File: config.mk
export PLATFORM = sky130hd
export DESIGN_NAME = qam_byte_framer
export DESIGN_NICKNAME = d
export VERILOG_FILES = /design/src/rtl/qdf_pkg.sv /design/src/rtl/qdf_diff_dec.sv /design/src/rtl/qdf_packer.sv /design/src/rtl/qdf_aligner.sv /design/src/rtl/qam_byte_framer.sv
export SDC_FILE = /design/constraint.sdc
export NUM_CORES = 1
export LEC_CHECK = 0
export BUFFER_PORTS_ARGS = -buffer_cell sky130_fd_sc_hd__buf_2
export CELL_PAD_IN_SITES_DETAIL_PLACEMENT = 0
export CELL_PAD_IN_SITES_GLOBAL_PLACEMENT = 1
export CORE_MARGIN = 5
export CORE_UTILIZATION = 35
export DETAILED_ROUTE_END_ITERATION = 16
export PLACE_DENSITY_LB_ADDON = 0.1
export REMOVE_ABC_BUFFERS = 1
export SETUP_SLACK_MARGIN = 0.02
export SLEW_MARGIN = 30
export SYNTH_ARGS = -nofsm -noshare
export SYNTH_HDL_FRONTEND = slang
export SYNTH_HIERARCHICAL = 1
export SYNTH_SLANG_ARGS = --single-unit
File: constraint.sdc
create_clock -name clk -period 13.9 [get_ports clk]
set_clock_uncertainty 0.1 [all_clocks]
set_input_delay 2.78 -clock clk [delete_from_list [all_inputs] [get_ports clk]]
set_output_delay 2.78 -clock clk [all_outputs]
set_load 0.05 [all_outputs]
File: src/rtl/qdf_pkg.sv
package qdf_pkg;

    typedef enum logic [1:0] {
        ALN_HUNT   = 2'd0,
        ALN_VERIFY = 2'd1,
        ALN_LOCK   = 2'd2
    } aln_state_e;

    // One decoded symbol: bit count and right-aligned bits
    typedef struct packed {
        logic [3:0] nbits;
        logic [7:0] bits;
    } sym_word_t;

    function automatic logic [3:0] bits_per_sym(input logic [2:0] sel);
        return (sel > 3'd4) ? 4'd4 : 4'd4 + {1'b0, sel};
    endfunction

    function automatic logic [1:0] rot_to_gray(input logic [1:0] r);
        return {r[1], r[1] ^ r[0]};
    endfunction

    function automatic logic is_sync(input logic [7:0] b, input logic [7:0] pat);
        return (b == pat) || (b == ~pat);
    endfunction

endpackage

File: src/rtl/qdf_diff_dec.sv
module qdf_diff_dec
    import qdf_pkg::*;
(
    input  logic       clk,
    input  logic       rst,
    input  logic       sym_vld,
    input  logic [1:0] quad,
    output logic [1:0] rot_gray
);
    logic [1:0] prev_q;

    always_comb rot_gray = rot_to_gray(quad - prev_q);

    always_ff @(posedge clk) begin
        if (rst)          prev_q <= 2'd0;
        else if (sym_vld) prev_q <= quad;
    end

    // no quadrant change means zero rotation code
    p_same_quad_zero_r2: assert property (@(posedge clk) disable iff (rst)
        (sym_vld && quad == prev_q) |-> rot_gray == 2'b00);

endmodule

File: src/rtl/qdf_packer.sv
module qdf_packer
    import qdf_pkg::*;
(
    input  logic      clk,
    input  logic      rst,
    input  logic      flush,
    input  logic      in_vld,
    input  sym_word_t in_word,
    output logic      raw_vld,
    output logic [7:0] raw_byte
);
    logic [7:0]  acc, base_acc, nxt_acc, byte_c;
    logic [3:0]  cnt, base_cnt, nxt_cnt;
    logic [4:0]  total;
    logic [15:0] ext, keep_mask;
    logic        hit;

    always_comb begin
        base_cnt  = flush ? 4'd0 : cnt;
        base_acc  = flush ? 8'd0 : acc;
        ext       = ({8'd0, base_acc} << in_word.nbits) | {8'd0, in_word.bits};
        total     = {1'b0, base_cnt} + {1'b0, in_word.nbits};
        hit       = 1'b0;
        byte_c    = 8'd0;
        nxt_cnt   = base_cnt;
        nxt_acc   = base_acc;
        keep_mask = 16'd0;
        if (in_vld) begin
            if (total >= 5'd8) begin
                hit       = 1'b1;
                byte_c    = 8'(ext >> (total - 5'd8));
                nxt_cnt   = 4'(total - 5'd8);
                keep_mask = (16'd1 << nxt_cnt) - 16'd1;
                nxt_acc   = 8'(ext & keep_mask);
            end else begin
                nxt_cnt = total[3:0];
                nxt_acc = ext[7:0];
            end
        end
    end

    always_ff @(posedge clk) begin
        if (rst) begin
            acc      <= 8'd0;
            cnt      <= 4'd0;
            raw_vld  <= 1'b0;
            raw_byte <= 8'd0;
        end else begin
            acc      <= nxt_acc;
            cnt      <= nxt_cnt;
            raw_vld  <= hit;
            raw_byte <= byte_c;
        end
    end

    // never more than a byte's worth left over
    p_cnt_below_byte_r3: assert property (@(posedge clk) disable iff (rst)
        cnt < 4'd8);
    // a flush with no symbol leaves the packer empty
    p_flush_empties_r8: assert property (@(posedge clk) disable iff (rst)
        (flush && !in_vld) |=> cnt == 4'd0);

endmodule

File: src/rtl/qdf_aligner.sv
module qdf_aligner
    import qdf_pkg::*;
#(
    parameter int         FRAME_LEN   = 204,
    parameter int         LOCK_HITS   = 3,
    parameter int         DROP_MISSES = 3,
    parameter logic [7:0] SYNC_BYTE   = 8'h47
) (
    input  logic       clk,
    input  logic       rst,
    input  logic       flush,
    input  logic       raw_vld,
    input  logic [7:0] raw_byte,
    output logic       byte_vld,
    output logic [7:0] byte_data,
    output logic       frame_start,
    output logic       locked
);
    localparam int POS_W = $clog2(FRAME_LEN);
    localparam int HIT_W = $clog2(LOCK_HITS + 1);
    localparam int MIS_W = $clog2(DROP_MISSES + 1);

    aln_state_e       state;
    logic [2:0]       slip, hunt_slip;
    logic [7:0]       prev;
    logic             have_prev, hunt_hit, cur_sync;
    logic [POS_W-1:0] pos;
    logic [HIT_W-1:0] hits;
    logic [MIS_W-1:0] misses;
    logic [15:0]      pair;
    logic [7:0]       win [8];
    logic [7:0]       cur;

    always_comb begin
        pair      = {prev, raw_byte};
        hunt_hit  = 1'b0;
        hunt_slip = 3'd0;
        for (int s = 0; s < 8; s++) win[s] = pair[15-s -: 8];
        for (int s = 7; s >= 0; s--) begin
            if (is_sync(win[s], SYNC_BYTE)) begin
                hunt_hit  = 1'b1;
                hunt_slip = 3'(s);
            end
        end
        cur      = win[slip];
        cur_sync = is_sync(cur, SYNC_BYTE);
    end

    assign locked = (state == ALN_LOCK);

    always_ff @(posedge clk) begin
        if (rst || flush) begin
            state       <= ALN_HUNT;
            slip        <= 3'd0;
            prev        <= 8'd0;
            have_prev   <= 1'b0;
            pos         <= '0;
            hits        <= '0;
            misses      <= '0;
            byte_vld    <= 1'b0;
            frame_start <= 1'b0;
            if (rst) byte_data <= 8'd0;
        end else begin
            byte_vld    <= 1'b0;
            frame_start <= 1'b0;
            if (raw_vld) begin
                prev      <= raw_byte;
                have_prev <= 1'b1;
                if (have_prev) begin
                    byte_vld <= 1'b1;
                    if (state == ALN_HUNT) begin
                        if (hunt_hit) begin
                            slip      <= hunt_slip;
                            byte_data <= win[hunt_slip];
                            pos       <= POS_W'(1);
                            hits      <= HIT_W'(1);
                            state     <= ALN_VERIFY;
                        end else begin
                            byte_data <= cur;
                        end
                    end else begin
                        byte_data   <= cur;
                        frame_start <= (state == ALN_LOCK) && (pos == '0);
                        pos <= (pos == POS_W'(FRAME_LEN - 1)) ? '0 : pos + 1'b1;
                        if (pos == '0) begin
                            if (state == ALN_VERIFY) begin
                                if (!cur_sync) begin
                                    state <= ALN_HUNT;
                                end else begin
                                    hits <= hits + 1'b1;
                                    if (hits + 1'b1 == HIT_W'(LOCK_HITS)) begin
                                        state  <= ALN_LOCK;
                                        misses <= '0;
                                    end
                                end
                            end else if (cur_sync) begin
                                misses <= '0;
                            end else begin
                                misses <= misses + 1'b1;
                                if (misses + 1'b1 == MIS_W'(DROP_MISSES)) begin
                                    state  <= ALN_HUNT;
                                    misses <= '0;
                                end
                            end
                        end
                    end
                end
            end
        end
    end

    // a frame flag always comes with a byte
    p_fs_with_byte_r6: assert property (@(posedge clk) disable iff (rst)
        frame_start |-> byte_vld);
    // lock is entered on a sync byte
    p_lock_on_sync_r5: assert property (@(posedge clk) disable iff (rst)
        $rose(locked) |-> (byte_vld && is_sync(byte_data, SYNC_BYTE)));
    // flush restarts the search
    p_flush_unlocks_r8: assert property (@(posedge clk) disable iff (rst)
        flush |=> !locked);

endmodule

File: src/rtl/qam_byte_framer.sv
module qam_byte_framer
    import qdf_pkg::*;
#(
    parameter int         FRAME_LEN   = 204,
    parameter int         LOCK_HITS   = 3,
    parameter int         DROP_MISSES = 3,
    parameter logic [7:0] SYNC_BYTE   = 8'h47
) (
    input  logic       clk,
    input  logic       rst,
    input  logic       sym_vld,
    input  logic [1:0] quad,
    input  logic [5:0] inq,
    input  logic [2:0] cons_sel,
    output logic       byte_vld,
    output logic [7:0] byte_data,
    output logic       frame_start,
    output logic       locked
);
    logic [2:0] cons_q;
    logic       flush;
    logic [1:0] rot_gray;
    logic [3:0] nb;
    logic [7:0] low_mask;
    sym_word_t  word;
    logic       raw_vld;
    logic [7:0] raw_byte;

    always_ff @(posedge clk) begin
        if (rst) cons_q <= 3'd0;
        else     cons_q <= cons_sel;
    end

    assign flush = (cons_sel != cons_q);

    qdf_diff_dec u_diff (
        .clk      (clk),
        .rst      (rst),
        .sym_vld  (sym_vld),
        .quad     (quad),
        .rot_gray (rot_gray)
    );

    always_comb begin
        nb         = bits_per_sym(cons_sel);
        low_mask   = (8'd1 << (nb - 4'd2)) - 8'd1;
        word.nbits = nb;
        word.bits  = ({6'd0, rot_gray} << (nb - 4'd2)) | ({2'd0, inq} & low_mask);
    end

    qdf_packer u_pack (
        .clk      (clk),
        .rst      (rst),
        .flush    (flush),
        .in_vld   (sym_vld),
        .in_word  (word),
        .raw_vld  (raw_vld),
        .raw_byte (raw_byte)
    );

    qdf_aligner #(
        .FRAME_LEN   (FRAME_LEN),
        .LOCK_HITS   (LOCK_HITS),
        .DROP_MISSES (DROP_MISSES),
        .SYNC_BYTE   (SYNC_BYTE)
    ) u_align (
        .clk         (clk),
        .rst         (rst),
        .flush       (flush),
        .raw_vld     (raw_vld),
        .raw_byte    (raw_byte),
        .byte_vld    (byte_vld),
        .byte_data   (byte_data),
        .frame_start (frame_start),
        .locked      (locked)
    );

    // symbol width stays within the supported range
    p_width_range_r1: assert property (@(posedge clk) disable iff (rst)
        sym_vld |-> (word.nbits >= 4'd4 && word.nbits <= 4'd8));

endmodule

# --- After elaboration in Yosys (flattened, before gate mapping) ---
# Index checks and enable logic that the tools add are counted.
classes:
  n_addsub: 10
  n_lt_le_gt_ge: 4
  n_eq_ne: 30
  shift: 5
  muxes: 57
  n_bitwise: 12
  n_reduce_logical: 29
op_table:
  columns: ["operator", "count"]
  rows:
  - ["two-way mux 8 bit", 16]
  - ["== test 8 bit (second input constant)", 10]
  - ["== test 8 x 7 -> 1 bit (second input constant)", 9]
  - ["binary-select mux 8 bit (select 3 bit)", 2]
  - ["two-way mux 2 bit", 17]
  - ["two-way mux 3 bit", 8]
  - ["two-way mux 4 bit", 4]
  - ["OR 16 x 8 -> 16 bit", 1]
  - ["left shift 1 x 4 -> 8 bit (first input constant)", 2]
  - ["left shift 8 x 4 -> 16 bit", 1]
  - [">> shifter 16 x 5 -> 8 bit", 1]
  - ["subtractor 8 x 1 -> 8 bit (second input constant)", 2]
  - ["AND reduction 6 bit", 2]
  - ["logical OR 1 bit", 10]
  - ["two-way mux 1 bit", 10]
  - ["nonzero test 2 bit", 5]
  - ["adder 8 x 1 -> 8 bit (second input constant)", 1]
  - ["bitwise AND 6 x 8 -> 8 bit", 1]
  - ["bitwise AND 8 bit", 1]
  - [">= comparator 4 bit (second input constant)", 2]
  - ["logical NOT 8 bit", 1]
  - ["NOT 3 -> 4 bit", 2]
  - ["OR 8 bit", 1]
  - ["left shift 2 x 4 -> 8 bit", 1]
  - ["25 further kinds", 37]
totals:
  ff_bits: 62
  inputBits: 14
  out_inout_bits: 11
  elab_cells: 163

# --- Longest topological paths before layout ---
# Gate-level depths: netlist (run 1).
depth:
  ltp_word: 19
  ltp_mapped: 22
  mapped_depth_nobuf: 17

# --- Cells and area by module ---
# The synthesis (run 1) kept the hierarchy.
modules_own_cells:
  columns: ["module", "instances", "cells_per_inst", "area_each_um2", "seq_area_each_um2"]
  rows:
  - ["qdf_aligner", 1, 276, 2605.0, 800.8]
  - ["qdf_packer", 1, 289, 2302.2, 420.4]
  - ["qam_byte_framer", 1, 52, 390.4, 60.1]
  - ["qdf_diff_dec", 1, 11, 132.6, 40.0]

# --- Worst setup path after synthesis (run 1) ---
# No wires, ideal clock.
synth_timing:
  path_type: "input to register"
  from: "input port cons_sel[2]"
  to: "register u_pack.acc[4]"
  setup_ns: 0.059
  t_arrival_ns: 6.288
  t_required_ns: 13.741
  path_slack_ns: 7.453
  stages: 20
  n_path_buf: 5
  path_cell_list: "buf_6 -> buf_6 -> xnor2_1 -> nand3_1 -> buf_2 -> buf_1 -> nor2b_1 -> ha_1 -> inv_1 -> fa_1 -> xor2_1 -> nand2_1 -> nor3_1 -> inv_1 -> ha_1 -> clkbuf_1 -> nor4b_1 -> o21ai_0 -> a311oi_1 -> a21o_1"
synth_via:
  word_cells_on_any_way: 22
  cone_classes: "6 x add/sub; 2 x order compare; 1 x eq/ne; 4 x shift; 5 x mux; 4 x bitwise"
synth_rtl:
  columns: ["item", "line", "text"]
  rows:
  - ["from (decl)", "qam_byte_framer.sv:14", "input logic [2:0] cons_sel,"]
  - ["!= test 3 bit (*)", "qam_byte_framer.sv:34", "assign flush = (cons_sel != cons_q);"]
  - ["net flush", "qam_byte_framer.sv:21", "logic flush;"]
  - ["two-way mux 4 bit", "qdf_packer.sv:19", "base_cnt = flush ? 4'd0 : cnt;"]
  - ["adder 4 x 4 -> 5 bit", "qdf_packer.sv:22", "total = {1'b0, base_cnt} + {1'b0, in_word.nbits};"]
  - ["subtractor 5 x 4 -> 5 bit", null, null]
  - ["left shift 1 x 4 -> 8 bit", "qdf_packer.sv:33", "keep_mask = (16'd1 << nxt_cnt) - 16'd1;"]
  - ["subtractor 8 x 1 -> 8 bit", "qdf_packer.sv:33", null]
  - ["bitwise AND 8 bit", "qdf_packer.sv:34", "nxt_acc = 8'(ext & keep_mask);"]
  - ["two-way mux 8 bit", "qdf_packer.sv:29", "if (total >= 5'd8) begin"]
  - ["two-way mux 8 bit (*)", "qdf_packer.sv:28", "if (in_vld) begin"]
  - ["to (signal assigned)", "qdf_packer.sv:49", "acc <= nxt_acc;"]
  - ["to (decl)", "qdf_packer.sv:12", "logic [7:0] acc, base_acc, nxt_acc, byte_c;"]
# Mark *: on every way through the listed nets, which the timed path passes. The rest lies on a longest branch.
# A chain may end at the register's enable or synchronous reset.

# --- Worst setup path in the final report (run 1) ---
# Ends and elaborated chain as after synthesis.

==> results of run 1 <==
-- per-stage QoR --
| step | hold WS, ns | utilization |
|---|---|---|
| floorplan | 0.341 | - |
| global placement | 0.365 | 0.365 |
| detailed placement | 0.374 | 0.366 |
| CTS | 0.383 | 0.384 |
| global route | 0.416 | 0.384 |
| finish | 0.372 | 0.384 |
-- routing by layer --
metal,share of wire,global-route usage,vias up
met5,0,0,-
met4,0.034,0.0747,0
met1,0.44,0.212,2390
met3,0.041,0.0317,36
li1,-,-,2385
met2,0.49,0.292,132
-- cell usage after synthesis (all sizes together) (9+ instances only) --
library cell,number
nand2b,15
a211oi,9
clkbuf,23
mux2i,34
inv,20
mux2,13
nor3,13
a31oi,10
xnor2,10
a21o,9
o21ai,24
ha,11
nand3,18
nor4,17
nor2,73
a21oi,28
nand2,42
dfxtp,54
buf,25
nor2b,15
mux4,16
-- report_power, final --
group / total, uW / leakage (uW) / switching, uW / internal, uW
logic: 77.1 / 0.00139 / 49.8 / 27.3
clock network: 221 / 0.000138 / 83.8 / 137
registers: 188 / 0.000520 / 2.95 / 185
total: 485 / 0.00204 / 137 / 349
-- cell usage in the layout (no fill, tap or decap), types with 6 or more instances in the layout --
cell type	n
a21o_1	8
a32o_1	7
a21oi_1	26
edfxtp_1	8
nor2_1	73
nand2_1	42
inv_1	19
and3_1	7
xnor2_1	8
nor3_1	13
mux2i_1	31
nand3_1	18
nand2b_1	14
clkbuf_16	9
nand4_1	8
mux2_2	11
o22ai_1	7
mux4_2	10
mux4_1	6
nor2b_1	13
nor4_1	14
ha_1	11
dfxtp_1	54
buf_2	24
a31oi_1	9
nor4bb_1	7
o21ai_0	19
a211oi_1	9
-- state kept, by name, indices dropped and copies added, names as in the netlist, 2 cells and up --
signal / flops
u_align/slip: 3
u_align/hits: 2
u_align/pos: 8
u_align/misses: 2
u_align/byte_data: 8
u_pack/raw_byte: 8
u_align/prev: 8
u_pack/cnt: 4
cons_q: 3
u_align/state: 2
u_diff/prev_q: 2
u_pack/acc: 8
-- worst max-delay path, cell delays in order --
cell      delay [ns]
buf_2           0.29
xnor2_1         0.16
nand3_1         0.64
nor2b_1         0.42
ha_1            0.24
inv_1           0.06
fa_1            0.46
xor2_1          0.20
buf_4           0.24
nand2_1         0.21
nor3_1          0.25
inv_1           0.09
ha_1            0.27
nor4b_1         0.28
o21ai_0         0.13
a311oi_1        0.32
a21o_1          0.11
-- logic make-up (layout without fill, tap and decap cells) --
group,Yosys count,in the layout,synth area share
and+or+nand+nor,257,257,0.267
AOI/OAI and AO/OA,152,152,0.208
buffers and inverters,69,64,0.0647
muxes,63,63,0.164
DFF,62,62,0.243
adders and majority gates,12,12,0.0290
xor gates and xnor gates,12,12,0.0235
other,1,2,0.000691
-- cell type report --
type / instances / area, um^2 / share of cell area
sequential: 62 / 1320 / 0.226
clock inverter: 5 / 52.6 / 0.00899
tap: 188 / 235 / 0.0403
inverter: 21 / 78.8 / 0.0135
multi-input combinational: 498 / 3780 / 0.646
timing repair buffer: 28 / 150 / 0.0257
clock buffer: 10 / 229 / 0.0392
-- worst paths after layout --
kind,to,slack [ns],depth (start not counted)
worst max-delay path,u_pack/acc[4],6.90,17
worst min-delay path,u_align/prev[0],0.37,2
worst max register to register,u_pack/acc[4],9.36,16
worst min register to register,u_align/prev[0],0.37,2
==> results.md, run 1 <==
- I/O pin cnt: 25
- Cells after Synth: 628
- Synth async-reset ratio: 0
- Postcts setup bufs: 0
- Area growth, synth to finish: 7.60%
- Clock latency on the worst-skew pair: 0.33 ns
- Die area: 0.0181 mm^2
- Drt drc: 0
- Bufs on Longest Clock Path: 2
- Largest cells by area after synthesis: dfxtp_1 20%, mux2i_1 5.7%, nor2_1 5.0%
- Synth cell types: 106
- Startpoint types: primary input
- Root Buffer: clkbuf_16
- Post-Layout Cell Count: 812
- Largest net degree at the start of global routing: 33
- Max VDD drop: 0.0000537 V
- Synth top area share: 0.199
- Worst Setup Path Type: primary input to flop
- Unrepaired setup endpoints after global routing: no
- Cell area after synthesis: 0.00543 mm^2
- Tcrit/Tclk final: 0.504
- Max Clk Rate: 0.143 GHz
- # nets final: 646
- Number of synthesized flops with an enable pin: 8
- DP Worst Slack: 6.65 ns
- Gr ovfl total: 0
- Slew headroom: 0.367
- Hold buffers post-CTS: 0
- HP Start: u_pack/raw_byte[0]
- H-tree levels: 3
- Register area share after synthesis: 0.243
- RR Startpoint: cons_q[0]
- Total power: 485 uW
- Synthesized flop and latch total: 62
- Tot GR Track Use: 0.172
- Post-route setup slack: 6.90 ns
- Main flop type after synthesis: dfxtp_1
- PortBufs: 24
- DRT Pass-1 Iters: 5
- Sink Count: 62
- Synth Area per Inst: 8.65 um^2
- DP Wirelength: 11200 um
- Cell area after layout: 0.00584 mm^2
- Worst EP required: 14.07 ns
- Post-CTS resize count: 0
- Pwr dens: 83.1 mW/mm^2
- Hold Violations, Final: 0
- Via count: 4943
- Diode count: 0
- Clk slew on worst S/H paths: 0.05 ns
- Endpoint type of the worst setup path: flop
- Drt total wl: 15500 um
- Remaining antenna violation count: 0
- Max cap viols: 0
- Dpl cell area: 0.00556 mm^2
- Dpl cells: 797
- Global-route wire length before repair: 25100 um
- Starting density of the core: 0.357
- Worst slew pin tran: 0.944 ns
- Status: complete, no violations
- Synthesis Warnings: 6
- Fin. max-slew vios: 0
- Vias in the first global route: 4762
- Worst Setup SP: cons_sel[2]
- DR vias/cell: 6.09
- Hold Crit Class: flop to flop
- Final setup violation count: 0
- Fin Setup TNS: 0 ns
- Crit path max fanout: 22
- WP data arrival: 7.17 ns
- Initial antenna violation count: 0
- RD Place Congestion: 0.871
- Die width: 135 um
- Average wire per standard cell: 19.1 um
- Layout cells sized above 1: 0.160
- Leak Pwr: 0.00204 uW
- Final min period: 7.00 ns
- Synth area leader: dfxtp_1
- Detailed Route Iter0 Violations: 329
- Core box area: 0.0152 mm^2
- # rows: 45
- CTS tree: built
- Die Y: 135 um
- Fill count: 1519
- CTS Buf Count: 9
No activity file was read; power rests on OpenSTA's default activity.
==> run 2, diff against run 1 <==
- ABC_AREA: not set -> 1
- clock period: 13.9 -> 5.62 ns (I/O delays scaled with it)
==> run 2 against run 1 <==
Compared with the run above:
- utilization increased by 0.54 points
- global-route usage up 2.1 points
- worst setup slack got worse by 5.4 ns
- combinational power rose to 2.6 times the previous value
- critical path depth rose by 5
- register-to-register slack lost 7.2 ns
- via count grew 21%
- clock power rose to 2.5 times the previous value
- non-clock buffer count is 1 higher
- clock-buffer cell count is 1 higher
- first-iteration DRC count up 33%
- critical endpoint unchanged
- largest power group unchanged
==> results.md, run 2 <==
- Remaining antenna violation count: 0
- Hold buffers post-CTS: 0
- Cell area after synthesis: 0.00560 mm^2
- XOR/XNOR Fraction of Synth Area: 0.00782
- Synth Area in Adders: 0.0282
- # rows: 46
- I/O pin cnt: 25
- WP data arrival: 4.24 ns
- Synth Area per Inst: 5.77 um^2
- Worst slew pin tran: 0.802 ns
- Max VDD drop: 0.000130 V
- Average wire per standard cell: 14.7 um
- Drt total wl: 17600 um
- Root Buffer: clkbuf_16
- Global-route wire length before repair: 28100 um
- Synth top area share: 0.193
- Most common cell after layout, fill and taps aside: nand2_1
- Synth cell types: 44
- Max Clk Rate: 0.242 GHz
- Bufs on Longest Clock Path: 2
- Synth async-reset ratio: 0
- Pwr dens: 199 mW/mm^2
- Final min period: 4.14 ns
- Die Y: 136 um
- Max cap viols: 0
- Cells after Synth: 970
- Starting density of the core: 0.355
- Fin. max-slew vios: 0
- Post-Synth Simple-Gate Area: 0.525
- Drt drc: 0
- Compound-Gate Fraction of Synth Area: 0.0896
- Synthesis Warnings: 6
- DRT Pass-1 Iters: 5
- Core box area: 0.0158 mm^2
- Mux cell area share after synthesis: 0
- Hold Path Sink: u_align/prev[0]
- Hold depth: 2
- Clock latency on the worst-skew pair: 0.33 ns
- Clk slew on worst S/H paths: 0.05 ns
- RD Place Congestion: 0.893
- Total power: 1220 uW
- PortBufs: 24
- Worst EP required: 5.72 ns
- CTS tree: built
- Main flop type after synthesis: dfxtp_1
- Largest cells by area after synthesis: dfxtp_1 19%, nand2_1 19%, nand3_1 18%
- Die area: 0.0186 mm^2
- Diode count: 0
- RR Startpoint: cons_q[2]
- # nets final: 1004
- H-tree levels: 3
- Final setup violation count: 0
- Reg2Reg Setup Slack: 2.14 ns
- Layout cells sized above 1: 0.109
- Vias in the first global route: 5427
- Tot GR Track Use: 0.193
- Slew headroom: 0.463
- Endpoint type of the worst setup path: flop
- Crit path max fanout: 22
- Post-CTS resize count: 0
- Sink Count: 62
- Gr ovfl total: 0
- Unrepaired setup endpoints after global routing: no
- Hold Crit Class: flop to flop
- Largest net degree at the start of global routing: 23
- Detailed Route Iter0 Violations: 439
- Synth area leader: dfxtp_1
- Area growth, synth to finish: 9.77%
- Postcts setup bufs: 0
- Startpoint types: primary input
- Leak Pwr: 0.00287 uW
- DP Wirelength: 13800 um
- Tcrit/Tclk final: 0.736
- Register area share after synthesis: 0.236
- Critical R2R Capture: u_pack/acc[4]
- Count leader, synth: nand2_1
- Die width: 136 um
- Status: complete, no violations
- R2R depth: 21
- Main combinational cell family by area after synthesis: simple AND/OR/NAND/NOR gates
- Number of synthesized flops with an enable pin: 8
- Via count: 5971
- Fin Setup TNS: 0 ns
- Initial antenna violation count: 0
- Synthesized flop and latch total: 62
- Synth top cells by count: 283 x nand2_1, 201 x nand3_1, 100 x nor2_1
- Worst Setup Path Type: primary input to flop
- HP Start: u_pack/raw_byte[0]
- DR vias/cell: 4.98
- Hold Violations, Final: 0
- Most frequent cells in the layout: 283 x nand2_1, 201 x nand3_1, 100 x nor2_1
- CTS Buf Count: 9
[run 2: cell types whose count changed after synthesis, moves of 11 or more]
| cell | delta |
|---|---|
| nand2b_1 | -14 |
| nand3_1 | +183 |
| nor4_1 | -13 |
| mux2_2 | -11 |
| nand2_2 | +15 |
| mux2i_1 | -31 |
| clkbuf_1 | -13 |
| a21oi_1 | +20 |
| nand2_1 | +241 |
| nor2_1 | +27 |
| nor2b_1 | -13 |
| inv_1 | +71 |
| inv_2 | +16 |
[run 2: layout make-up]
class	count	area (um^2)
clock buffers	11	243
clock inverters	5	58.8
fillers	1844	9620
inverters	114	442
multi-input cells	762	3650
flip-flops and latches	62	1320
well taps	216	270
repair buffers	29	158
[run 2: cell families after synthesis]
logic type,after synthesis
compound gates,93
xor+xnor,5
fa+ha+maj,12
buf+inv,147
other cells,1
flops,62
simple gates,650
[run 2: report_power, final]
part	total (uW)	internal (uW)	switching (uW)
clock network	557	355	202
registers	465	458	7.05
logic	202	57.8	144
[run 2: worst max-delay path, cell delays in order]
cell and delay (ns):
buf_2 0.16, xnor2_1 0.16, nand3_1 0.09, buf_4 0.18, inv_2 0.28, nand2_1 0.12, inv_1 0.07, ha_1 0.17
inv_1 0.06, fa_1 0.41, or2_2 0.32, nand2_2 0.14, nor2_8 0.08, inv_4 0.07, nor2_1 0.07, nand2_1 0.08
ha_1 0.23, nand2_1 0.09, nor3_1 0.14, o21ai_1 0.08, nand2_1 0.06, a21oi_1 0.05
[run 2: stage by stage]
stage / area, um^2 / hold slack, ns / instances / util / worst slack (ns)
global route: 6150 / 0.399 / 1199 / 0.390 / 1.17
detailed placement: 5840 / 0.351 / 1183 / 0.370 / 1.18
CTS: 6140 / 0.365 / 1199 / 0.389 / 1.52
global placement: 5840 / 0.342 / 1183 / 0.370 / 1.21
finish: 6150 / 0.363 / 1199 / 0.390 / 1.48
floorplan: 5410 / 0.331 / 938 / - / 1.38
[run 2: how the worst max path moves through the flow]
stage	startpoint	end	slack [ns]	depth (start not counted)
finish	cons_sel[0]	u_pack/acc[4]	1.48	22
CTS	cons_sel[0]	u_pack/acc[4]	1.52	22
global placement	cons_sel[0]	u_pack/acc[4]	1.21	22
global route	cons_sel[0]	u_pack/acc[6]	1.17	21
detailed placement	cons_sel[0]	u_pack/acc[4]	1.18	22
floorplan	cons_sel[1]	u_pack/acc[4]	1.38	19
[run 2: per-layer routing]
layer | GRT usage | wire length, um | vias up | share of wire
li1 | - | - | 3174 | -
met5 | 0 | 0 | - | 0
met4 | 0.0498 | 244 | 0 | 0.014
met3 | 0.0300 | 676 | 15 | 0.038
met2 | 0.316 | 8300 | 137 | 0.47
met1 | 0.263 | 8400 | 2645 | 0.48
==> run 3, diff against run 2 <==
- clock period: 5.62 -> 3.66 ns (I/O delays scaled with it)
==> run 3 against run 2 <==
Compared with the run above:
- sequential power is 53% higher
- clock-buffer cell count down 1
- utilization rose by 0.60 points
- cell area up 1.5%
- power rose by 48%
- critical path depth fell by 1
- clock power increased by 37%
- die area is the same
- largest power group unchanged
- global-route usage increased by 0.22 points
- first-iteration DRC count fell by 3.4%
- non-clock buffer count rose by 19
==> results.md, run 3 (synthesized netlist as in run 2, its figures left out) <==
- RD Place Congestion: 0.850
- Hold Violations, Final: 0
- Worst slew pin tran: 0.879 ns
- H-tree levels: 3
- Average wire per standard cell: 14.4 um
- Max cap viols: 0
- Max Clk Rate: 0.307 GHz
- Reg2Reg Setup Slack: 0.65 ns
- Die Y: 136 um
- Postcts setup bufs: 0
- Switching Share: 0.306
- Detailed Route Iter0 Violations: 424
- Final min period: 3.26 ns
- I/O pin cnt: 25
- PortBufs: 24
- Final setup violation count: 0
- Most frequent cells in the layout: 283 x nand2_1, 201 x nand3_1, 100 x nor2_1
- CTS tree: built
- Starting density of the core: 0.355
- Crit path max fanout: 7
- Sink Count: 62
- Worst EP required: 3.78 ns
- Root Buffer: clkbuf_16
- Hold Crit Class: flop to flop
- RR Startpoint: cons_q[0]
- Die area: 0.0186 mm^2
- Drt drc: 0
- Fin Setup TNS: 0 ns
- Tcrit/Tclk final: 0.890
- Fin. max-slew vios: 0
- Leak Pwr: 0.00295 uW
- Dpl cells: 1202
- Switching power: 553 uW
- Layout cells sized above 1: 0.122
- Unrepaired setup endpoints after global routing: no
- R2R depth: 20
- Worst Setup SP: cons_sel[1]
- Bufs on Longest Clock Path: 2
- Initial antenna violation count: 0
- WP data arrival: 3.38 ns
- Seq pwr share: 0.394
- Largest net degree at the start of global routing: 22
- Remaining antenna violation count: 0
- Post-route setup slack: 0.402 ns
- Pwr dens: 290 mW/mm^2
- Vias in the first global route: 5692
- Endpoint type of the worst setup path: flop
- DP Worst Slack: 0.0713 ns
- Core box area: 0.0158 mm^2
- Status: complete, no violations
- Most common cell after layout, fill and taps aside: nand2_1
- Area growth, synth to finish: 11.5%
- Max VDD drop: 0.000197 V
- CTS Buf Count: 9
- # rows: 46
- Gr ovfl total: 0
- Diode count: 0
- DRT Pass-1 Iters: 6
- Clock power frac: 0.422
- Post-CTS resize count: 0
- Critical R2R Capture: u_pack/acc[4]
- Post-Layout Cell Count: 1218
- DP Wirelength: 13700 um
- Clock latency on the worst-skew pair: 0.34 ns
- DR vias/cell: 5.08
- Die width: 136 um
- Drt total wl: 17600 um
- Tot GR Track Use: 0.195
- # nets final: 1023
- Cell-internal power: 1250 uW
- Global-route wire length before repair: 28900 um
- Worst Setup Path Type: primary input to flop
- Comb power frac: 0.184
- Critical Path End: u_pack/acc[4]
- Via count: 6182
- Slew headroom: 0.413
- Clk slew on worst S/H paths: 0.05 ns
- Hold buffers post-CTS: 0
- Startpoint types: primary input
==> run 3: area by class of cell <==
type	count	area (um^2)
clock buffers	10	229
clock inverters	6	28.8
fillers	1812	9530
inverters	114	442
multi-input cells	762	3650
flip-flops and latches	62	1320
well taps	216	270
repair buffers	48	300
==> run 3: through the flow <==
| step | hold slack, ns | cell area [um^2] | utilization | total power, uW |
|---|---|---|---|---|
| 3_3_place_gp | 0.345 | 5980 | 0.379 | 1060 |
| 5_1_grt | 0.380 | 6240 | 0.396 | 1900 |
| 4_1_cts | 0.361 | 6240 | 0.396 | 1830 |
| 6_report | 0.358 | 6240 | 0.396 | 1810 |
| 3_5_place_dp | 0.346 | 5980 | 0.379 | 1060 |
| 2_1_floorplan | 0.331 | 5410 | - | 941 |
==> run 3: per-layer routing <==
metal  global-route usage  vias to the layer above  share of wire
met4               0.0644                        0          0.021
met2                0.319                      144           0.47
li1                     -                     3206              -
met5                    0                        -              0
met1                0.261                     2806           0.47
met3               0.0303                       26          0.041
==> run 3: worst max-delay path, cell delays in order <==
cell and delay (ns):
buf_2 0.14, xnor2_1 0.15, nand3_1 0.14, inv_2 0.10, nand2_1 0.07, inv_1 0.06
ha_1 0.15, inv_1 0.05, fa_1 0.41, or2_2 0.32, nand2_2 0.14, nor2_8 0.06
inv_4 0.07, nor2_1 0.06, nand2_1 0.06, ha_1 0.23, nand2_1 0.09, nor3_1 0.14
o21ai_1 0.07, nand2_1 0.06, a21oi_1 0.05
==> run 3: power by group through the flow <==
| stage | combinational (uW) | clock, uW | sequential [uW] |
|---|---|---|---|
| after floorplan | 204 | 0 | 737 |
| after global placement | 335 | 0 | 728 |
| after detailed placement | 328 | 0 | 727 |
| after CTS | 329 | 783 | 713 |
| after global routing | 369 | 817 | 713 |
| final | 332 | 763 | 713 |
==> run 3: worst min-delay path by stage <==
stage | startpoint | to | depth (start not counted) | slack (ns)
2_1_floorplan | u_pack/raw_byte[0] | u_align/prev[0] | 2 | 0.33
3_3_place_gp | u_pack/raw_byte[0] | u_align/prev[0] | 2 | 0.35
3_5_place_dp | u_pack/raw_byte[0] | u_align/prev[0] | 2 | 0.35
4_1_cts | u_pack/raw_byte[0] | u_align/prev[0] | 2 | 0.36
5_1_grt | u_pack/raw_byte[0] | u_align/prev[0] | 2 | 0.38
6_report | u_pack/raw_byte[0] | u_align/prev[0] | 2 | 0.36
